**src/rtl/ser_rd_pkg.sv**
```systemverilog
`timescale 1ns/1ps
package ser_rd_pkg;
    localparam int CHAR_BITS = 8;
    localparam int ADDR_W    = 24;
    localparam int EDGE_LAST = 2 * CHAR_BITS - 1;
    localparam logic [7:0] READ_OPCODE = 8'h03;

    typedef enum logic [1:0] {
        ST_IDLE,
        ST_FLUSH,
        ST_SETUP,
        ST_XFER
    } rd_state_e;

    typedef enum logic [1:0] {
        RS_OK        = 2'd0,
        RS_BAD_WIDTH = 2'd1,
        RS_TIMEOUT   = 2'd2
    } rd_status_e;
endpackage

```
**src/rtl/ser_rd_shifter.sv**
```systemverilog
`timescale 1ns/1ps
module ser_rd_shifter
    import ser_rd_pkg::*;
#(
    parameter int DIV_W = 8
) (
    input  logic                 clk,
    input  logic                 rst_n,
    input  logic                 start,
    input  logic                 abort,
    input  logic [CHAR_BITS-1:0] tx_byte,
    input  logic [DIV_W-1:0]     half_div,
    input  logic                 cpol,
    input  logic                 cpha,
    input  logic                 miso,
    output logic                 sclk,
    output logic                 mosi,
    output logic [CHAR_BITS-1:0] rx_byte,
    output logic                 byte_done
);
    localparam int EW = $clog2(2 * CHAR_BITS);

    logic                 running;
    logic                 lvl;
    logic [DIV_W-1:0]     hcnt;
    logic [EW-1:0]        eidx;
    logic [CHAR_BITS-1:0] sh_tx;
    logic [CHAR_BITS-1:0] sh_rx;
    logic                 edge_now;
    logic                 leading;

    assign edge_now = running && (hcnt == half_div);
    assign leading  = ~eidx[0];
    assign sclk     = cpol ^ lvl;
    assign mosi     = sh_tx[CHAR_BITS-1];
    assign rx_byte  = sh_rx;

    always_ff @(posedge clk or negedge rst_n) begin
        if (!rst_n) begin
            running   <= 1'b0;
            lvl       <= 1'b0;
            hcnt      <= '0;
            eidx      <= '0;
            sh_tx     <= '0;
            sh_rx     <= '0;
            byte_done <= 1'b0;
        end else begin
            byte_done <= 1'b0;
            if (abort) begin
                running <= 1'b0;
                lvl     <= 1'b0;
            end else if (start) begin
                running <= 1'b1;
                lvl     <= 1'b0;
                hcnt    <= '0;
                eidx    <= '0;
                sh_tx   <= tx_byte;
                sh_rx   <= '0;
            end else if (running) begin
                if (edge_now) begin
                    hcnt <= '0;
                    lvl  <= ~lvl;
                    eidx <= eidx + 1'b1;
                    if (leading) begin
                        if (!cpha)
                            sh_rx <= {sh_rx[CHAR_BITS-2:0], miso};
                        else if (eidx != '0)
                            sh_tx <= {sh_tx[CHAR_BITS-2:0], 1'b0};
                    end else begin
                        if (cpha)
                            sh_rx <= {sh_rx[CHAR_BITS-2:0], miso};
                        else if (eidx != EW'(EDGE_LAST))
                            sh_tx <= {sh_tx[CHAR_BITS-2:0], 1'b0};
                    end
                    if (eidx == EW'(EDGE_LAST)) begin
                        running   <= 1'b0;
                        byte_done <= 1'b1;
                    end
                end else begin
                    hcnt <= hcnt + 1'b1;
                end
            end
        end
    end

    AST_SCLK_IDLE_LEVEL: assert property (@(posedge clk) disable iff (!rst_n)
        !running |-> (sclk == cpol));
    AST_BYTE_DONE_FROM_RUN: assert property (@(posedge clk) disable iff (!rst_n)
        byte_done |-> $past(running));
    AST_BYTE_DONE_SINGLE: assert property (@(posedge clk) disable iff (!rst_n)
        byte_done |=> !byte_done);
endmodule

```
**src/rtl/ser_rd_watchdog.sv**
```systemverilog
`timescale 1ns/1ps
module ser_rd_watchdog
    import ser_rd_pkg::*;
#(
    parameter int DIV_W = 8,
    parameter int MULT  = 20
) (
    input  logic             clk,
    input  logic             rst_n,
    input  logic             clear,
    input  logic             enable,
    input  logic [DIV_W-1:0] prescale,
    output logic             expired
);
    localparam int UNIT  = CHAR_BITS * MULT;
    localparam int CNT_W = DIV_W + 1 + $clog2(UNIT);

    logic [CNT_W-1:0] cnt;
    logic [CNT_W-1:0] limit;

    assign limit   = (CNT_W'(prescale) + CNT_W'(1)) * CNT_W'(UNIT);
    assign expired = enable && (cnt >= limit - CNT_W'(1));

    always_ff @(posedge clk or negedge rst_n) begin
        if (!rst_n)
            cnt <= '0;
        else if (clear)
            cnt <= '0;
        else if (enable)
            cnt <= cnt + 1'b1;
    end

    AST_WD_WITHIN_LIMIT: assert property (@(posedge clk) disable iff (!rst_n)
        (enable && !clear) |-> (cnt < limit));
endmodule

```
**src/rtl/spi_eeprom_reader.sv**
```systemverilog
`timescale 1ns/1ps
module spi_eeprom_reader
    import ser_rd_pkg::*;
#(
    parameter int NUM_CS  = 4,
    parameter int DIV_W   = 8,
    parameter int DLY_W   = 8,
    parameter int LEN_W   = 16,
    parameter int WD_MULT = 20,
    parameter int CS_W    = (NUM_CS > 1) ? $clog2(NUM_CS) : 1
) (
    input  logic                 clk,
    input  logic                 rst_n,
    input  logic [DIV_W-1:0]     cfg_prescale,
    input  logic [1:0]           cfg_mode,
    input  logic [4:0]           cfg_addr_bits,
    input  logic [CS_W-1:0]      cfg_cs_sel,
    input  logic [DLY_W-1:0]     cfg_cs_delay,
    input  logic                 req_go,
    input  logic [ADDR_W-1:0]    req_addr,
    input  logic [LEN_W-1:0]     req_len,
    output logic                 busy,
    output logic                 done,
    output logic [1:0]           status,
    output logic                 rd_valid,
    output logic [7:0]           rd_data,
    output logic                 spi_sclk,
    output logic                 spi_mosi,
    input  logic                 spi_miso,
    output logic [NUM_CS-1:0]    spi_cs_n
);
    localparam int HDR_W = CHAR_BITS + ADDR_W;

    rd_state_e          state, nxt;
    rd_status_e         st_q;
    logic [DIV_W-1:0]   lat_pre;
    logic               lat_cpol, lat_cpha, lat_wide;
    logic [CS_W-1:0]    lat_sel;
    logic [DLY_W-1:0]   lat_dly, dcnt;
    logic [ADDR_W-1:0]  lat_addr;
    logic [LEN_W-1:0]   remain;
    logic [2:0]         sent;
    logic               cur_is_data;

    logic               width_ok, go_ok;
    logic [2:0]         hdr_n;
    logic [HDR_W-1:0]   hdr_word;
    logic [7:0]         hdr_byte, tx_next;
    logic [DIV_W-1:0]   half_div;
    logic               shift_start, byte_done, wd_exp, wd_clear, wd_en;
    logic               abort_now, last_byte, finish_ok;
    logic [7:0]         rx_byte;
    logic [NUM_CS-1:0]  cs_on;

    assign status   = st_q;
    assign width_ok = (cfg_addr_bits == 5'd16) || (cfg_addr_bits == 5'd24);
    assign go_ok    = req_go && (req_len != '0) && width_ok;
    assign hdr_n    = lat_wide ? 3'd4 : 3'd3;
    assign hdr_word = lat_wide ? {READ_OPCODE, lat_addr}
                               : {READ_OPCODE, lat_addr[15:0], 8'h00};
    assign half_div = (lat_pre == '0) ? '0 : lat_pre - 1'b1;
    assign cs_on    = NUM_CS'(1) << lat_sel;

    always_comb begin
        unique case (sent)
            3'd0:    hdr_byte = hdr_word[HDR_W-1 -: 8];
            3'd1:    hdr_byte = hdr_word[HDR_W-9 -: 8];
            3'd2:    hdr_byte = hdr_word[HDR_W-17 -: 8];
            default: hdr_byte = hdr_word[7:0];
        endcase
    end
    assign tx_next = (sent < hdr_n) ? hdr_byte : 8'h00;

    assign last_byte   = cur_is_data && (remain == LEN_W'(1));
    assign abort_now   = wd_exp && ((state == ST_SETUP) ||
                                    (state == ST_XFER && !byte_done));
    assign shift_start = (state == ST_SETUP && dcnt == lat_dly && !wd_exp) ||
                         (state == ST_XFER && byte_done && !last_byte);
    assign finish_ok   = (state == ST_XFER) && byte_done && last_byte;
    assign wd_clear    = (state == ST_FLUSH) || (state == ST_XFER && shift_start);
    assign wd_en       = (state == ST_SETUP) || (state == ST_XFER);

    // next-state logic
    always_comb begin
        nxt = state;
        unique case (state)
            ST_IDLE:  nxt = go_ok ? ST_FLUSH : ST_IDLE;
            ST_FLUSH: nxt = ST_SETUP;
            ST_SETUP: begin
                if (abort_now)        nxt = ST_IDLE;
                else if (shift_start) nxt = ST_XFER;
            end
            ST_XFER:  if (abort_now || finish_ok) nxt = ST_IDLE;
            default:  nxt = ST_IDLE;
        endcase
    end

    // state register
    always_ff @(posedge clk or negedge rst_n) begin
        if (!rst_n) state <= ST_IDLE;
        else        state <= nxt;
    end

    // outputs and datapath
    always_ff @(posedge clk or negedge rst_n) begin
        if (!rst_n) begin
            busy        <= 1'b0;
            done        <= 1'b0;
            st_q        <= RS_OK;
            rd_valid    <= 1'b0;
            rd_data     <= '0;
            spi_cs_n    <= '1;
            lat_pre     <= '0;
            lat_cpol    <= 1'b0;
            lat_cpha    <= 1'b0;
            lat_wide    <= 1'b0;
            lat_sel     <= '0;
            lat_dly     <= '0;
            lat_addr    <= '0;
            remain      <= '0;
            dcnt        <= '0;
            sent        <= '0;
            cur_is_data <= 1'b0;
        end else begin
            done     <= 1'b0;
            rd_valid <= 1'b0;
            if (state == ST_IDLE && req_go) begin
                if (req_len == '0) begin
                    done <= 1'b1;
                    st_q <= RS_OK;
                end else if (!width_ok) begin
                    done <= 1'b1;
                    st_q <= RS_BAD_WIDTH;
                end else begin
                    busy     <= 1'b1;
                    lat_pre  <= cfg_prescale;
                    lat_cpol <= cfg_mode[1];
                    lat_cpha <= cfg_mode[0];
                    lat_wide <= (cfg_addr_bits == 5'd24);
                    lat_sel  <= cfg_cs_sel;
                    lat_dly  <= cfg_cs_delay;
                    lat_addr <= req_addr;
                    remain   <= req_len;
                end
            end
            if (state == ST_FLUSH) begin
                rd_data     <= '0;
                spi_cs_n    <= ~cs_on;
                dcnt        <= '0;
                sent        <= '0;
                cur_is_data <= 1'b0;
            end
            if (state == ST_SETUP && dcnt != lat_dly)
                dcnt <= dcnt + 1'b1;
            if (shift_start) begin
                cur_is_data <= (sent == hdr_n);
                if (sent != hdr_n) sent <= sent + 1'b1;
            end
            if (state == ST_XFER && byte_done && cur_is_data) begin
                rd_valid <= 1'b1;
                rd_data  <= rx_byte;
                remain   <= remain - 1'b1;
            end
            if (finish_ok) begin
                done     <= 1'b1;
                st_q     <= RS_OK;
                busy     <= 1'b0;
                spi_cs_n <= '1;
            end
            if (abort_now) begin
                done     <= 1'b1;
                st_q     <= RS_TIMEOUT;
                busy     <= 1'b0;
                spi_cs_n <= '1;
            end
        end
    end

    ser_rd_shifter #(.DIV_W(DIV_W)) u_shift (
        .clk       (clk),
        .rst_n     (rst_n),
        .start     (shift_start),
        .abort     (abort_now),
        .tx_byte   (tx_next),
        .half_div  (half_div),
        .cpol      (lat_cpol),
        .cpha      (lat_cpha),
        .miso      (spi_miso),
        .sclk      (spi_sclk),
        .mosi      (spi_mosi),
        .rx_byte   (rx_byte),
        .byte_done (byte_done)
    );

    ser_rd_watchdog #(.DIV_W(DIV_W), .MULT(WD_MULT)) u_wd (
        .clk      (clk),
        .rst_n    (rst_n),
        .clear    (wd_clear),
        .enable   (wd_en),
        .prescale (lat_pre),
        .expired  (wd_exp)
    );

    AST_CS_AT_MOST_ONE: assert property (@(posedge clk) disable iff (!rst_n)
        $onehot0(~spi_cs_n));
    AST_CS_HELD_IN_XFER: assert property (@(posedge clk) disable iff (!rst_n)
        (state == ST_XFER) |-> $stable(spi_cs_n));
    AST_VALID_UNDER_CS: assert property (@(posedge clk) disable iff (!rst_n)
        rd_valid |-> ($past(spi_cs_n) != '1));
    AST_DONE_DROPS_BUSY: assert property (@(posedge clk) disable iff (!rst_n)
        done |-> !busy);
    AST_ZERO_LEN_QUIET: assert property (@(posedge clk) disable iff (!rst_n)
        (state == ST_IDLE && req_go && req_len == '0)
        |=> (done && status == 2'd0 && spi_cs_n == '1 && !busy));
    AST_BAD_WIDTH_REJECT: assert property (@(posedge clk) disable iff (!rst_n)
        (state == ST_IDLE && req_go && req_len != '0 && !width_ok)
        |=> (done && status == 2'd1 && spi_cs_n == '1));
endmodule

```
**config.mk**
```make
export PLATFORM = sky130hd
export DESIGN_NAME = spi_eeprom_reader
export DESIGN_NICKNAME = d
export VERILOG_FILES = /design/src/rtl/ser_rd_pkg.sv /design/src/rtl/ser_rd_shifter.sv /design/src/rtl/ser_rd_watchdog.sv /design/src/rtl/spi_eeprom_reader.sv
export SDC_FILE = /design/constraint.sdc
export NUM_CORES = 1
export LEC_CHECK = 0
export CAP_MARGIN = 10
export CORE_MARGIN = 2
export CORE_UTILIZATION = 30
export CTS_CLUSTER_DIAMETER = 100
export DETAILED_ROUTE_END_ITERATION = 12
export GPL_TIMING_DRIVEN = 0
export PLACE_DENSITY_LB_ADDON = 0.15
export SYNTH_ARGS = -nofsm -noshare
export SYNTH_HDL_FRONTEND = slang
export SYNTH_SLANG_ARGS = --single-unit
```
**constraint.sdc**
```tcl
create_clock -name clk -period 15.6 [get_ports clk]
set_input_delay 3.12 -clock clk [delete_from_list [all_inputs] [get_ports clk]]
set_output_delay 3.12 -clock clk [all_outputs]
set_load 0.02 [all_outputs]
```
Word-level counts from Yosys, hierarchy flattened

Index checks and enable logic that the tools add are counted.

Register bits after elaboration: 140
Input port bits: 69

Reduce and logical (&&, ||, !) cells: 57
Multiply operators: 1
Shifts and indexed selects: 1
Eq/ne operators: 23
Multiplexer cells: 77
Bitwise operators: 5
Add/sub/neg operators: 9
Magnitude comparators: 2

Operator list:

| operator                                             | number |
|---|---|
| two-way mux 8 bit                                    | 22 |
| two-way mux 16 bit                                   | 4 |
| two-way mux 17 bit                                   | 2 |
| two-way mux 1 bit                                    | 28 |
| two-way mux 24 bit                                   | 1 |
| two-way mux 4 bit                                    | 6 |
| case mux 8 bit (3 select lines)                      | 1 |
| nonzero test 3 bit                                   | 8 |
| adder 17 x 1 -> 17 bit, second input constant        | 1 |
| greater-or-equal comparator 17 bit                   | 1 |
| multiplier 17 x 3 -> 12 bit, second input constant   | 1 |
| subtractor 17 x 1 -> 17 bit, second input constant   | 1 |
| adder 8 x 1 -> 8 bit, second input constant          | 2 |
| equality test 16 x 1 -> 1 bit, second input constant | 1 |
| equality test 8 bit                                  | 2 |
| logical AND 1 bit                                    | 16 |
| zero test 16 bit                                     | 1 |
| two-way mux 2 bit                                    | 8 |
| nonzero test 16 bit                                  | 1 |
| nonzero test 2 bit                                   | 8 |
| subtractor 16 x 1 -> 16 bit, second input constant   | 1 |
| two-way mux 3 bit                                    | 4 |
| inequality test 3 bit, second input constant         | 4 |
| AND reduction 3 bit                                  | 4 |
| other kinds (33)                                     | 47 |

Longest topological paths before layout

Word-level depth: 11
Depth in mapped cells: 23

Modules after synthesis

A second synthesis with hierarchy kept.

Cell total of the unflattened synthesis: 945
Area total of the unflattened synthesis: 8335.5 µm²

By module, submodules not included:

| module            | times used | cells an instance | area an instance (µm²) |
|---|---|---|---|
| spi_eeprom_reader | 1          | 558               | 4824.6 |
| ser_rd_watchdog   | 1          | 205               | 1761.7 |
| ser_rd_shifter    | 1          | 182               | 1749.2 |

Worst setup path after synthesis

No wires, ideal clock.

Path type: register -> register
From: register lat_pre[0]
To: register u_shift.sh_tx[1]
Data arrival time: 5686 ps
Library setup time: 125 ps
Stages on the path, launching flop included: 21
Buffers on the path: 1
Data required time: 15475 ps
Slack: 9789 ps
Cell sequence: dfrtp_1 clkbuf_1 inv_1 ha_1 ha_1 ha_1 fa_1 nor4_1 o211ai_1 nor3_1 o22ai_1 a22oi_1 xor2_1 ha_1 nand2_1 nor2_1 o311ai_0 a221oi_1 nor4_1 a21oi_2 mux2_2

Cells in the longest elaborated chain, start to end: 10

Ends and longest elaborated chain:

| element                                                        | line                     | text |
|---|---|---|
| from (decl)                                                    | spi_eeprom_reader.sv:36  | `logic [DIV_W-1:0] lat_pre;` |
| from (signal assigned)                                         | spi_eeprom_reader.sv:136 | `lat_pre <= cfg_prescale;` |
| adder 8 x 1 -> 9 bit                                           | ser_rd_watchdog.sv:21    | `assign limit = (CNT_W'(prescale) + CNT_W'(1)) * CNT_W'(UNIT);` |
| multiplier 17 x 3 -> 12 bit                                    | ser_rd_watchdog.sv:21    |  |
| subtractor 17 x 1 -> 17 bit                                    | ser_rd_watchdog.sv:22    | `assign expired = enable && (cnt >= limit - CNT_W'(1));` |
| greater-or-equal comparator 17 bit                             | ser_rd_watchdog.sv:22    |  |
| logical AND 1 bit                                              | ser_rd_watchdog.sv:22    |  |
| zero test 1 bit                                                | spi_eeprom_reader.sv:77  | `assign shift_start = (state == ST_SETUP && dcnt == lat_dly && !wd_exp) \|\|` |
| logical AND 1 bit                                              | spi_eeprom_reader.sv:77  |  |
| logical OR 1 bit                                               | spi_eeprom_reader.sv:77  |  |
| inequality test 3 bit (no source line) (tied with other cells) | n/a                      |  |
| AND reduction 7 bit (no source line)                           | n/a                      |  |
| to (signal assigned)                                           | ser_rd_shifter.sv:57     | `sh_tx <= tx_byte;` |
| to (signal assigned)                                           | ser_rd_shifter.sv:68     | `sh_tx <= {sh_tx[CHAR_BITS-2:0], 1'b0};` |
| to (signal assigned)                                           | ser_rd_shifter.sv:73     | `sh_tx <= {sh_tx[CHAR_BITS-2:0], 1'b0};` |
| to (decl)                                                      | ser_rd_shifter.sv:27     | `logic [CHAR_BITS-1:0] sh_tx;` |

Parallel ways exist; a longest one is shown, timed or not.
A chain may end at the register's enable or synchronous reset.

Worst setup path after layout

From: register lat_pre[0]
To: register u_shift.sh_rx[4], in the netlist u_shift.rx_byte[4]

Cells in the longest elaborated chain, start to end: 10

Ends and longest elaborated chain:

| element                                                                 | line                    | text |
|---|---|---|
| adder 8 x 1 -> 9 bit                                                    | ser_rd_watchdog.sv:21   |  |
| multiplier 17 x 3 -> 12 bit                                             | ser_rd_watchdog.sv:21   |  |
| subtractor 17 x 1 -> 17 bit                                             | ser_rd_watchdog.sv:22   |  |
| greater-or-equal comparator 17 bit                                      | ser_rd_watchdog.sv:22   |  |
| logical AND 1 bit                                                       | ser_rd_watchdog.sv:22   |  |
| zero test 1 bit                                                         | spi_eeprom_reader.sv:77 |  |
| logical AND 1 bit                                                       | spi_eeprom_reader.sv:77 |  |
| logical OR 1 bit                                                        | spi_eeprom_reader.sv:77 |  |
| inequality test 3 x 1 -> 1 bit (no source line) (tied with other cells) | n/a                     |  |
| AND reduction 5 bit (no source line)                                    | n/a                     |  |
| to (signal assigned)                                                    | ser_rd_shifter.sv:66    | `sh_rx <= {sh_rx[CHAR_BITS-2:0], miso};` |
| to (signal assigned)                                                    | ser_rd_shifter.sv:71    | `sh_rx <= {sh_rx[CHAR_BITS-2:0], miso};` |
| to (decl)                                                               | ser_rd_shifter.sv:28    | `logic [CHAR_BITS-1:0] sh_rx;` |

Parallel ways exist; a longest one is shown, timed or not.

==> flow_metrics.py <==
metrics = {
    "route": {
        "drtIter0Drc": 489,
        "wl_per_cell_um": 16.3,
        "wl_um": 22800,
        "drcViolationCount": 0,
        "vias": 7165,
        "postRouteAntennaNets": 0,
        "drt-vias-per-instance": 5.10,
        "first_pass_iters": 6,
    },
    "floorplan": {
        "coreArea_um2": 27000,
        "start_util": 0.307,
        "die_area_um2": 29000,
        "pin_count": 88,
        "die-height_um": 170,
        "die_x_um": 170,
        "rows": 60,
    },
    "layout": {
        "nets": 1162,
        "stdcell_count": 1404,
        "layout-drive-gt1-share": 0.0668,
        "antenna_cells": 0,
        "synthToLayoutAreaGrowth_pct": 22.9,
        "final_area_um2": 10200,
        "utilization": 0.377,
    },
    "timing": {
        "post-route-period-util": 0.463,
        "fin_tns_setup_ns": 0,
        "fmax_ghz": 0.139,
        "hold_violations": 0,
        "tightest_slew_ns": 1.01,
        "maxSlewViolCount": 0,
        "period_minus_slack_ns": 7.22,
        "rsz0062_at_grt": "no",
        "slew_headroom": 0.320,
        "setup_viol": 0,
        "fin_skew_ns": 0.0144,
    },
    "flow_run": {
        "maxCapViolCount": 0,
    },
    "global_route": {
        "grt_max_degree": 79,
        "grt_first_pass_wirelength_um": 37600,
        "antenna_found_initial": 0,
        "grt_overflow": 0,
        "grt_usage": 0.163,
        "grt_pass1_vias": 6970,
    },
    "synth": {
        "yosysUniqueCellTypes": 74,
        "ys.flop_type": "dfrtp_1",
        "yosys.area_share.simple": 0.245,
        "synth_area_um2": 8290,
        "yosys.area.top_type_share": 0.411,
        "async_flop_share": 1.00,
        "synth_cells": 942,
        "synth_xor_area_frac": 0.0507,
        "ys_seq_area_frac": 0.423,
        "ys_ff_latch": 140,
        "synth-compound-area-share": 0.163,
        "yosysWarnings": 0,
        "synth_area_leaders": "dfrtp_1 (41%), nand2_1 (9.2%), ha_1 (6.3%)",
        "synth_fa_ha_area_frac": 0.0658,
        "synth_edf_count": 0,
        "synth_top_family_by_area": "simple AND/OR/NAND/NOR gates",
        "yosysTopAreaCell": "dfrtp_1",
        "synth.net_count": 1054,
        "synth_area_per_cell_um2": 8.80,
        "muxShareOfSynthArea": 0.0169,
    },
    "cts": {
        "clockBufferDepth": 2,
        "numCtsBuffers": 17,
        "htree_levels": 4,
        "cts_tree": "built",
        "root_buffer": "clkbuf_16",
        "post_cts_buffers": 0,
        "cts_resized": 0,
        "cts.sinks": 140,
        "clock_latency_ns": 0.43,
        "clk_pin_slew_ns": 0.07,
        "hold_buffers": 0,
    },
    "placed_design": {
        "hpwlAfterDp_um": 16600,
        "io_buffers": 87,
        "place_area_um2": 9620,
        "place.gp.congestion": 0.819,
        "place_inst": 1371,
    },
    "pwr": {
        "p_leak_nw": 4.56,
        "vdd_drop_max_uv": 59.3,
        "p_per_area_nw_per_um2": 77.7,
    },
    "worst_setup_path": {
        "critPathRequiredTime_ns": 15.97,
        "crit_type": "flip-flop to flip-flop",
        "end_kind": "flip-flop",
        "cp-start-kind": "flip-flop",
        "path_max_fanout": 10,
        "arrival_ns": 7.59,
    },
    "worst_hold_path": {
        "min_path_type": "flip-flop to flip-flop",
    },
    "outcome": {
        "status": "completed",
    },
}
-- cells by family after synthesis --
kind of cell               Yosys count
and+or+nand+nor                    435
adders and majority gates           43
muxes                               13
xor gates and xnor gates            48
AOI/OAI and AO/OA                  192
DFF                                140
buffers and inverters               71
-- Yosys cell counts, types with 3 or more instances --
cell type / number
and4_1: 3
mux2_2: 8
nor3b_1: 4
a22o_1: 8
nand4_1: 16
xnor2_1: 26
a221o_1: 7
nand2b_1: 8
a31oi_1: 5
clkbuf_1: 31
a222oi_1: 6
nand2_1: 203
a21oi_1: 27
and2_1: 6
nor3_1: 30
o211ai_1: 8
nor2b_1: 8
o22ai_1: 5
nand3_1: 49
nor2_1: 58
a211o_1: 6
xor2_1: 22
o21ai_0: 48
and3_1: 14
buf_1: 4
a22oi_1: 4
a211oi_1: 10
o21ai_1: 3
or3_1: 8
nor4_1: 8
dfrtp_1: 136
nand3b_1: 3
a21o_1: 5
or2_2: 3
o21a_1: 4
inv_1: 25
a221oi_1: 13
dfstp_2: 4
mux2i_1: 5
buf_2: 9
ha_1: 42
o31ai_1: 4
-- worst paths after layout --
check	start	to	slack, ns	cells past startpoint
setup / recovery	lat_pre[0]	u_shift.rx_byte[4]	8.38	21
hold / removal	u_shift.rx_byte[7]	rd_data[7]	0.48	2
setup reg to reg	lat_pre[0]	u_shift.rx_byte[4]	8.38	21
hold reg to reg	u_shift.rx_byte[7]	rd_data[7]	0.48	2
max in group asynchronous	rst_n	remain[5]	12.07	2
min in group asynchronous	rst_n	lat_addr[22]	2.74	1
-- sequential cells by signal (all words and copies together), names as in the netlist, 2 cells and up --
register         count
lat_addr            24
u_wd.cnt            17
remain              16
dcnt                 8
lat_dly              8
lat_pre              8
rd_data              8
u_shift.hcnt         8
u_shift.rx_byte      8
u_shift.sh_tx        8
spi_cs_n             4
u_shift.eidx         4
sent                 3
lat_sel              2
state                2
status               2
-- cells in the final DEF (no fill, tap or decap), types with 5 or more instances in the layout --
cell	synthesis	final
nor4_1	8	8
nand3_1	49	49
clkbuf_16	0	17
buf_2	9	10
and3_1	14	14
nor2b_1	8	8
or3_1	8	8
a31oi_1	5	5
inv_8	0	8
dfrtp_1	136	136
a222oi_1	6	6
a211o_1	6	6
a221oi_1	13	13
nand4_1	16	16
ha_1	42	42
clkbuf_1	31	32
a21oi_1	27	27
xor2_1	22	22
inv_1	25	25
o21ai_0	48	48
nand2b_1	8	8
nand2_1	203	203
nor2_1	58	58
a22o_1	8	8
a221o_1	7	7
mux2i_1	5	5
nor3_1	30	30
clkdlybuf4s50_1	0	86
o22ai_1	5	5
and2_1	6	6
mux2_2	8	8
o211ai_1	8	8
a211oi_1	10	10
xnor2_1	26	26
a21o_1	5	5
-- critical path, cell delays in order (launching register included) --
cell	delay, ns
dfrtp_1	0.39
clkbuf_1	0.42
inv_1	0.24
ha_1	0.46
ha_1	0.31
ha_1	0.24
fa_1	0.51
nor4_1	0.51
o211ai_1	0.22
nor3_1	0.44
o22ai_1	0.12
a22oi_1	0.25
xor2_1	0.10
ha_1	0.28
nand2_1	0.05
nor2_1	0.19
o311ai_0	0.37
a221oi_1	0.63
buf_2	0.30
nor3_1	0.08
a21oi_1	0.78
a22o_1	0.27
-- metal layers --
layer	vias to the layer above	GRT usage	wire [um]
met1	3421	0.238	11700
met3	7	0.0267	748
met5	-	0	0
li1	3599	-	-
met2	138	0.255	10300
met4	0	0.0338	122
-- stage by stage --
step	setup WS, ns	hold WS (ns)	power, W
6_report	8.38	0.481	0.000792
4_1_cts	7.94	0.489	0.000804
2_1_floorplan	9.79	0.439	0.000370
5_1_grt	7.77	0.513	0.000821
3_5_place_dp	8.00	0.465	0.000398
3_3_place_gp	5.30	0.469	0.000397
-- cell type report --
class	count	area, um2
fill	2811	16800
multi-input combinational	731	4490
sequential	140	3510
timing repair buffer	89	905
clock buffer	18	429
tap	341	427
buffer	46	199
clock inverter	14	141
inverter	25	93.8
-- report_power, final --
part	switching [W]	internal, W
Combinational	0.0000111	0.0000159
Clock	0.000188	0.000214
Sequential	0	0.000363
Total	0.000199	0.000593
(Power assumes the default switching activity.)
